--- src/rtl/gtt_pkg.sv ---
package gtt_pkg;
  typedef enum logic [1:0] {
    ST_IDLE  = 2'd0,
    ST_WAIT  = 2'd1,
    ST_DRIVE = 2'd2
  } gtt_state_e;

  function automatic longint cycles_for_ns(longint clk_hz, longint ns);
    longint c;
    c = (clk_hz * ns + 64'd999_999_999) / 64'd1_000_000_000;
    return (c < 1) ? 64'd1 : c;
  endfunction
endpackage

--- src/rtl/gtt_enable_reg.sv ---
module gtt_enable_reg (
  input  logic clk,
  input  logic rst_n,
  input  logic we,
  input  logic wdata,
  output logic en
);
  always_ff @(posedge clk) begin
    if (!rst_n)  en <= 1'b1;
    else if (we) en <= wdata;
  end
endmodule

--- src/rtl/gtt_cycle_counter.sv ---
module gtt_cycle_counter #(
  parameter int W = 8
) (
  input  logic         clk,
  input  logic         rst_n,
  input  logic         clr,
  input  logic         inc,
  output logic [W-1:0] count
);
  always_ff @(posedge clk) begin
    if (!rst_n || clr) count <= '0;
    else if (inc)      count <= count + 1'b1;
  end
endmodule

--- src/rtl/gtt_ctrl.sv ---
module gtt_ctrl
  import gtt_pkg::*;
#(
  parameter int W     = 8,
  parameter int LIMIT = 41,
  parameter int HOLD  = 4
) (
  input  logic         clk,
  input  logic         rst_n,
  input  logic         en,
  input  logic         grant,
  input  logic         busy_n,
  input  logic [W-1:0] count,
  output logic         cnt_clr,
  output logic         cnt_inc,
  output logic         drive,
  output logic         fire_q
);
  localparam logic [W-1:0] LIMIT_LAST = W'(LIMIT - 1);
  localparam logic [W-1:0] HOLD_LAST  = W'(HOLD - 1);

  gtt_state_e state_q, state_d;
  logic       restart;
  logic       fire;

  always_comb begin
    state_d = state_q;
    restart = 1'b0;
    fire    = 1'b0;
    unique case (state_q)
      ST_IDLE:
        if (en && grant && busy_n) state_d = ST_WAIT;
      ST_WAIT:
        if (!busy_n || !en)              state_d = ST_IDLE;
        else if (grant)                  restart = 1'b1;
        else if (count == LIMIT_LAST) begin
          state_d = ST_DRIVE;
          fire    = 1'b1;
        end
      ST_DRIVE:
        if (count == HOLD_LAST) state_d = ST_IDLE;
      default: state_d = ST_IDLE;
    endcase
  end

  assign cnt_clr = (state_d != state_q) || restart;
  assign cnt_inc = (state_q != ST_IDLE);
  assign drive   = (state_q == ST_DRIVE);

  always_ff @(posedge clk) begin
    if (!rst_n) begin
      state_q <= ST_IDLE;
      fire_q  <= 1'b0;
    end else begin
      state_q <= state_d;
      fire_q  <= fire;
    end
  end
endmodule

--- src/rtl/grant_timeout_timer.sv ---
module grant_timeout_timer #(
  parameter longint CLK_HZ      = 50_000_000,
  parameter longint TIMEOUT_NS  = 410_000,
  parameter int     HOLD_CYCLES = 4
) (
  input  logic clk,
  input  logic rst_n,
  input  logic cfg_we,
  input  logic cfg_en,
  input  logic grant_pulse,
  input  logic bus_busy_n,
  output logic busy_drive,
  output logic timeout_pulse
);
  localparam longint LIMIT_L = gtt_pkg::cycles_for_ns(CLK_HZ, TIMEOUT_NS);
  localparam int     LIMIT   = int'(LIMIT_L);
  localparam int     HOLD    = (HOLD_CYCLES < 1) ? 1 : HOLD_CYCLES;
  localparam int     SPAN    = (LIMIT > HOLD) ? LIMIT : HOLD;
  localparam int     CW      = $clog2(SPAN + 1);

  logic          en;
  logic          cnt_clr, cnt_inc;
  logic [CW-1:0] count;

  gtt_enable_reg u_en (
    .clk(clk), .rst_n(rst_n), .we(cfg_we), .wdata(cfg_en), .en(en)
  );

  gtt_cycle_counter #(.W(CW)) u_cnt (
    .clk(clk), .rst_n(rst_n), .clr(cnt_clr), .inc(cnt_inc), .count(count)
  );

  gtt_ctrl #(.W(CW), .LIMIT(LIMIT), .HOLD(HOLD)) u_ctrl (
    .clk(clk), .rst_n(rst_n), .en(en), .grant(grant_pulse),
    .busy_n(bus_busy_n), .count(count), .cnt_clr(cnt_clr),
    .cnt_inc(cnt_inc), .drive(busy_drive), .fire_q(timeout_pulse)
  );
endmodule

--- config.mk ---
export PLATFORM = sky130hd
export DESIGN_NAME = grant_timeout_timer
export DESIGN_NICKNAME = d
export VERILOG_FILES = /design/src/rtl/gtt_pkg.sv /design/src/rtl/gtt_enable_reg.sv /design/src/rtl/gtt_cycle_counter.sv /design/src/rtl/gtt_ctrl.sv /design/src/rtl/grant_timeout_timer.sv
export SDC_FILE = /design/constraint.sdc
export NUM_CORES = 1
export LEC_CHECK = 0
export ABC_AREA = 1
export BUFFER_PORTS_ARGS = -buffer_cell sky130_fd_sc_hd__buf_2
export CORE_MARGIN = 10
export CORE_UTILIZATION = 61
export DETAILED_ROUTE_END_ITERATION = 7
export PLACE_DENSITY = 0.86
export SLEW_MARGIN = 20
export SYNTH_ARGS = -nofsm -noshare
export SYNTH_HDL_FRONTEND = slang
export SYNTH_SLANG_ARGS = --single-unit
--- constraint.sdc ---
create_clock -name clk -period 4.54 [get_ports clk]
set_input_delay 0.908 -clock clk [delete_from_list [all_inputs] [get_ports clk]]
set_output_delay 0.908 -clock clk [all_outputs]
set_load 0.05 [all_outputs]
## After elaboration in Yosys (flattened, before gate mapping)

Cells that the tools add are included.

| cells by class | value |
|---|---|
| add/sub/neg operators | 1 |
| equality and inequality tests | 5 |
| bitwise logic cells | 2 |
| reductions and logical operators | 11 |
| mux-type cells | 10 |

Operator list:

| cell | number |
|---|---|
| $add 15x1->15 const B | 1 |
| $eq 15x15->1 const B | 1 |
| $eq 15x2->1 const B | 1 |
| $mux 2 | 5 |
| $pmux 2 s3 | 1 |
| $mux 1 | 4 |
| $reduce_or 4->1 | 1 |
| $logic_not 1->1 | 3 |
| $logic_or 1x1->1 | 3 |
| $eq 2x1->1 const B | 1 |
| $eq 2x2->1 const B | 1 |
| $logic_and 1x1->1 | 2 |
| $logic_not 2->1 | 1 |
| $ne 2x2->1 | 1 |
| $not 1->1 | 2 |
| $reduce_bool 2->1 | 1 |

| word-level totals | value |
|---|---|
| register bits after elaboration | 19 |
| input port bits | 6 |
| output and inout bits | 2 |
| logic and storage cells | 33 |

## Longest topological paths before layout

Gate-level depths: netlist of run 1.

| logic depth | value |
|---|---|
| depth in word-level cells | 8 |
| mapped depth | 10 |
| depth with buffers taken out | 10 |

## Hierarchy

Synthesis of run 1 repeated with hierarchy kept, for this count alone.

| second synthesis, totals | value |
|---|---|
| cells, all modules | 168 |
| area total of the unflattened synthesis | 1093.5 um^2 |

By module, submodules not included:

| module | cells an instance | area an instance (um^2) | sequential area each (um^2) | instances |
|---|---|---|---|---|
| gtt_cycle_counter | 111 | 772.0 | 300.3 | 1 |
| gtt_ctrl | 52 | 277.8 | 60.1 | 1 |
| gtt_enable_reg | 5 | 43.8 | 20.0 | 1 |

## Worst setup path after synthesis of run 1

OpenSTA, ideal clock, no wires.

| timing | value |
|---|---|
| path type | reg2out |
| start | reg u_ctrl.state_q[1] |
| end | out busy_drive |
| buffers on the path | 0 |
| data required time | 3.632 ns |
| arrival time | 1.139 ns |
| stages on the path, launching flop included | 3 |
| slack | 2.493 ns |
| path through | dfxtp_1 inv_1 nor2_1 |

| between the ends | value |
|---|---|
| cells in the longest elaborated chain, start to end | 1 |

Ends and longest elaborated chain:

| what | line | RTL |
|---|---|---|
| from (decl) | gtt_ctrl.sv:22 | `gtt_state_e state_q, state_d;` |
| from (signal assigned) | gtt_ctrl.sv:55 | `state_q <= state_d;` |
| $eq 2x2->1 | gtt_ctrl.sv:48 | `assign drive = (state_q == ST_DRIVE);` |
| to (decl) | grant_timeout_timer.sv:12 | `output logic busy_drive,` |

Every way passes these cells.

## Worst setup path after layout of run 1

Same ends and word-level chain as after synthesis.

==> impl_metrics.yaml, run 1 <==
cells_and_area:
  fin_area_mm2: 0.00111
  layout_common_cells: "36 x nand2_1, 31 x nor2_1, 20 x inv_1"
  area_growth_pct: 6.73
  drive_above_1_share_pct: 15.2
  multiInputGateArea_um2: 574
  layout.nets: 173
  mostFrequentLayoutCell: "nand2_1"
  seq_area_um2: 380
  fill_cells: 136
  diodes: 0
synth:
  synth-simple-area-share_pct: 40.7
  yosysWarnings: 0
  synth_top_family_by_area: "simple AND/OR/NAND/NOR gates"
  ys_seq_elements: 19
  syn_area_mm2: 0.00104
  syn_avg_cell_area_um2: 6.72
  synth_nets: 162
  synthCells: 155
  synth_xor_area_share_pct: 8.41
  synth_edf_count: 0
  ys_types: 18
  dominantRegCellSynth: "dfxtp_1"
  synth.yosys.seq_area_share_pct: 36.5
  postSynth.asyncResetShare_pct: 0
  synth-compound-area-share_pct: 3.85
  muxShareOfSynthArea_pct: 0.962
  synthAdderAreaFrac_pct: 1.20
critical_path:
  reg2reg_depth: 9
  crit_type: "flop to primary output"
  end_kind: "primary output"
  crit_path_start_kind: "flop"
  cp.arrival_ns: 1.23
  path_max_fanout: 4
  worstPathRequired_ns: 3.63
cts:
  cts_sinks: 19
  clk_pin_slew_ns: 0.11
  cts_hold_buffers: 0
  cts_buffer_depth: 2
  ctsHtreeMaxLevel: 1
  cts_tree: "built"
  cts_resized: 0
  clock_latency_ns: 0.30
  post-cts-setup-buffers: 0
  cts_made_buffers: 3
  root_buffer: "clkbuf_4"
timing:
  final_hold_viol_count: 0
  fin_crit_ns: 2.13
  finalSetupViolCount: 0
  fin_crit_sh_pct: 47.0
  grt_setup_unrepaired: "no"
  tns_ns: 0
  fin_skew_ns: 0.00803
  slew_viol_final: 0
  max_clock_freq_ghz: 0.469
  slew_headroom_pct: 71.6
  tightestPinTransition_ns: 0.424
pwr:
  seq_power_share_pct: 61.9
  combPwrFrac_pct: 6.6
  power_switching_uw: 66.0
  total_power_uw: 274
  p_sw_share_pct: 24.1
  p_int_uw: 208
  power_frac_clock_pct: 31.4
  peakVddDrop_v: 0.000206
  leakage_nw: 0.448
  p_per_area_mw_per_mm2: 246
detailed_routing:
  dr.pass1.iters: 4
  drt_iter0_markers: 32
  routed-via-count: 953
  totalWireLength_mm: 2.12
  vias_per_cell: 5.27
  drc: 0
  wl_per_cell_um: 11.7
  postRouteAntennaNets: 0
global_routing:
  grt_pass1_wl_mm: 3.57
  antenna_found_initial: 0
  grt_pass1_vias: 889
  grt_use_total_pct: 12.8
  grt.overflow.total: 0
  grt_max_degree: 16
placed_design:
  placed_area_mm2: 0.00108
  post-dp-hpwl_mm: 1.64
  gp_congestion: 0.824
  io_buffers: 7
die:
  dieHeight_um: 61.3
  core-area_mm2: 0.00156
  ios: 8
  core.rowCount: 14
  design.die.area_mm2: 0.00376
  die-width_um: 61.3
  start_util_pct: 66.8
hold_path:
  hp-class: "flop to flop"
  holdPathStages: 2
flow_run:
  drv_cap: 0
status:
  outcome: "finished, final reports clean"
==> cell type report <==
type                            count  area share, %
Clock buffer                        4           2.36
Timing Repair Buffer                7           3.15
Multi-Input combinational cell    115           51.7
Tap cell                           16           1.80
Inverter                           20           6.76
Sequential cell                    19           34.2
==> through the flow <==
| step | std cells | setup WS, ns | utilization [%] | hold WS [ns] |
|---|---|---|---|---|
| floorplan | 155 | 2.49 | - | 0.441 |
| global placement | 177 | 2.58 | 69.6 | 0.451 |
| detailed placement | 177 | 2.48 | 69.6 | 0.460 |
| CTS | 181 | 2.42 | 71.3 | 0.475 |
| global route | 181 | 2.34 | 71.3 | 0.507 |
| finish | 181 | 2.41 | 71.3 | 0.472 |
==> Yosys cell counts, types with 3 or more instances <==
cell type   n  share of area (%)
xnor2_1     4                3.4
nor2_2     11                6.6
nor2_1     31                 11
nand4_1     3                1.8
xor2_1      6                5.0
inv_1      20                7.2
nand2_1    36                 13
nor3_1      3                1.4
a21oi_1     6                2.9
nand3_1     7                3.4
dfxtp_1    19                 37
==> registers in the layout (all words and copies together) (netlist names) <==
name / count
u_ctrl.state_q: 2
u_ctrl.fire_q: 1
u_en.en: 1
u_cnt.count: 15
==> power groups by stage <==
| stage | Sequential, mW | Clock, mW | Combinational, mW |
|---|---|---|---|
| 2_1_floorplan | 0.173 | 0 | 0.0140 |
| 3_3_place_gp | 0.173 | 0 | 0.0168 |
| 3_5_place_dp | 0.173 | 0 | 0.0179 |
| 4_1_cts | 0.169 | 0.0865 | 0.0180 |
| 5_1_grt | 0.170 | 0.0917 | 0.0201 |
| 6_report | 0.169 | 0.0861 | 0.0182 |
==> routing by layer <==
layer	vias up	track usage, %	routed length, µm	part of all wire, %
met5	-	0	0	0
met1	431	14.0	952	45
met3	5	3.09	90	4.3
met2	23	22.3	1040	49
met4	0	6.51	36	1.7
li1	494	-	-	-
==> kinds of logic (layout without fill, tap and decap cells) <==
logic type                 count (synthesis)  count (layout)
and+or+nand+nor                           95              95
AOI/OAI and AO/OA                          8               8
buffers and inverters                     21              31
DFF                                       19              19
xor gates and xnor gates                  10              10
muxes                                      1               1
adders and majority gates                  1               1
==> critical path: stages (launching register included) <==
cell and delay (ns):
dfxtp_1 0.43, inv_1 0.13, nor2_1 0.10, buf_2 0.27
==> final timing paths <==
kind / start / to / slack (ns)
worst min register to register: u_en.en / u_en.en / 0.47
worst max register to register: u_cnt.count[0] / u_cnt.count[10] / 2.82
worst max-delay path: u_ctrl.state_q[1] / busy_drive / 2.41
worst min-delay path: u_en.en / u_en.en / 0.47
(Power assumes the default switching activity.)
==> run 2: changes to the inputs <==
--- a/config.mk
+++ b/config.mk
@@ -8,9 +8,9 @@
 export ABC_AREA = 1
 export BUFFER_PORTS_ARGS = -buffer_cell sky130_fd_sc_hd__buf_2
 export CORE_MARGIN = 10
-export CORE_UTILIZATION = 61
+export CORE_UTILIZATION = 52
 export DETAILED_ROUTE_END_ITERATION = 7
-export PLACE_DENSITY = 0.86
+export PLACE_DENSITY = 0.78
 export SLEW_MARGIN = 20
 export SYNTH_ARGS = -nofsm -noshare
 export SYNTH_HDL_FRONTEND = slang
==> constraint.sdc (replaced) <==
create_clock -name clk -period 1.75 [get_ports clk]
set_input_delay 0.35 -clock clk [delete_from_list [all_inputs] [get_ports clk]]
set_output_delay 0.35 -clock clk [all_outputs]
set_load 0.05 [all_outputs]
==> run 2 against run 1 <==
  * Non-clock buffer count increased by 1
  * Combinational power rose to 3.0 times the previous value
  * Clock-buffer cell count down 1
  * Worst hold slack lost 0.24 ns
  * Sequential share of layout area fell by 1.1 points
  * Via count shrank 2.5%
  * Wire length fell by 3.9%
  * Core utilization shrank 12 points
  * Design area is 3.4% higher
  * Die area rose by 12%
  * Largest cell class unchanged
==> impl_metrics.yaml, run 2 (same netlist as run 1, synthesis figures left out) <==
cells_and_area:
  largest_register_ffs: 15
  fin_cells: 193
  drive_above_1_share_pct: 16.9
  layout.nets: 174
  mostFrequentLayoutCell: "nand2_1"
  fill_cells: 195
  largestRegisters: "u_cnt.count: 15 flops, u_ctrl.state_q: 2 flops"
  diodes: 0
  area_growth_pct: 10.3
  layout_common_cells: "36 x nand2_1, 30 x nor2_1, 20 x inv_1"
  regMostFlops: "u_cnt.count"
critical_path:
  end_kind: "primary output"
  path_max_fanout: 4
  critical-path-top-delay-family: "flip-flops"
  path_buf_inv: 2
  cp_cell_sequence: "inv_1 -> nor2_1 -> buf_2"
  r2r_slack_ns: 0.20
  cp.arrival_ns: 1.21
  slowest_stage: "dfxtp_1"
  worstPathRequired_ns: 1.40
  crit_path_start_kind: "flop"
  cp_slowest_stage_delay_ns: 0.42
  crit_type: "flop to primary output"
timing:
  fin_crit_ns: 1.56
  finalSetupViolCount: 0
  grt_setup_unrepaired: "no"
  final_hold_viol_count: 0
  fin_crit_sh_pct: 88.9
  tightestPinTransition_ns: 0.393
  slew_viol_final: 0
  slew_headroom_pct: 73.7
  max_clock_freq_ghz: 0.643
  fin_skew_ns: 0.00286
  tns_ns: 0
detailed_routing:
  dr.pass1.iters: 4
  drc: 0
  postRouteAntennaNets: 0
  totalWireLength_mm: 2.03
  wl_per_cell_um: 10.5
  drt_iter0_markers: 28
  routed-via-count: 929
  vias_per_cell: 4.81
placed_design:
  dp_cells: 189
  post-dp-hpwl_mm: 1.56
  gp_congestion: 0.890
  io_buffers: 7
die:
  core-area_mm2: 0.00194
  core.rowCount: 16
  design.die.area_mm2: 0.00419
  start_util_pct: 53.6
  die-width_um: 64.7
  dieHeight_um: 64.7
  ios: 8
pwr:
  peakVddDrop_v: 0.000488
  p_per_area_mw_per_mm2: 626
  leakage_nw: 0.461
cts:
  cts_sinks: 19
  cts_hold_buffers: 0
  clk_pin_slew_ns: 0.10
  cts_buffer_depth: 2
  ctsHtreeMaxLevel: 1
  clock_latency_ns: 0.30
  cts_made_buffers: 3
  root_buffer: "clkbuf_4"
  cts_tree: "built"
global_routing:
  grt_max_degree: 16
  grt_pass1_wl_mm: 3.64
  grt_use_total_pct: 10.7
  antenna_found_initial: 0
  grt_pass1_vias: 910
  grt.overflow.total: 0
hold_path:
  hp-class: "input port to flop"
flow_run:
  drv_cap: 0
status:
  outcome: "finished, final reports clean"
[run 2: changes by cell type in the layout (fill, tap and decap cells not counted), sizes merged]
cell    delta
clkbuf     -1
buf        +1
clkinv     +1
[run 2: final cells by class]
type / count / area, µm² / area share [%]
Clock buffer: 3 / 22.5 / 1.96
Tap cell: 27 / 33.8 / 2.94
Multi-Input combinational cell: 115 / 577 / 50.2
Timing Repair Buffer: 8 / 55.1 / 4.79
Sequential cell: 19 / 380 / 33.1
Clock inverter: 1 / 5.00 / 0.436
Inverter: 20 / 75.1 / 6.54
[run 2: worst paths after layout]
check | from | endpoint | cells after the start
setup / recovery | u_ctrl.state_q[1] | busy_drive | 3
hold / removal | cfg_we | u_en.en | 2
setup reg to reg | u_cnt.count[0] | u_cnt.count[2] | 9
hold reg to reg | u_en.en | u_en.en | 2
[run 2: worst reg2reg max path, stage by stage (launching register included)]
cell and delay (ns):
dfxtp_1 0.39, ha_1 0.22, nand2_1 0.06, nor2_1 0.20
nand2_1 0.10, a21oi_1 0.14, nor2_1 0.06, nand2_2 0.07
buf_12 0.15, nor2_1 0.06
[run 2: routing by layer]
| metal | vias to the layer above | global-route usage, % | wire, µm | part of all wire [%] |
|---|---|---|---|---|
| met2 | 15 | 18.5 | 1020 | 50 |
| li1 | 495 | - | - | - |
| met5 | - | 0 | 0 | 0 |
| met1 | 414 | 11.8 | 903 | 44 |
| met3 | 5 | 2.58 | 68 | 3.3 |
| met4 | 0 | 5.61 | 38 | 1.9 |
[run 2: through the flow]
| step | worst slack [ns] | power [mW] | cell area (µm²) | hold WS (ns) | utilization [%] |
|---|---|---|---|---|---|
| 3_3_place_gp | 0.252 | 0.503 | 1120 | 0.454 | 57.6 |
| 2_1_floorplan | 0.261 | 0.485 | 1040 | 0.441 | - |
| 4_1_cts | 0.152 | 0.728 | 1150 | 0.226 | 59.0 |
| 6_report | 0.194 | 0.719 | 1150 | 0.227 | 59.1 |
| 5_1_grt | 0.0118 | 0.748 | 1150 | 0.246 | 59.1 |
| 3_5_place_dp | 0.168 | 0.504 | 1120 | 0.465 | 57.6 |
[run 2: where the power goes]
| part | total (mW) | leakage (nW) | internal (mW) | switching, mW |
|---|---|---|---|---|
| clock network | 0.225 | 0.0177 | 0.0854 | 0.140 |
| logic | 0.0545 | 0.289 | 0.0215 | 0.0330 |
| registers | 0.440 | 0.153 | 0.436 | 0.00330 |
| total | 0.719 | 0.461 | 0.543 | 0.176 |
[run 2: timing repair]
action / 4_1_cts / 5_1_grt
setup endpoints to repair: 0 / 2
resized for setup: 0 / 1
setup buffers: 0 / 0
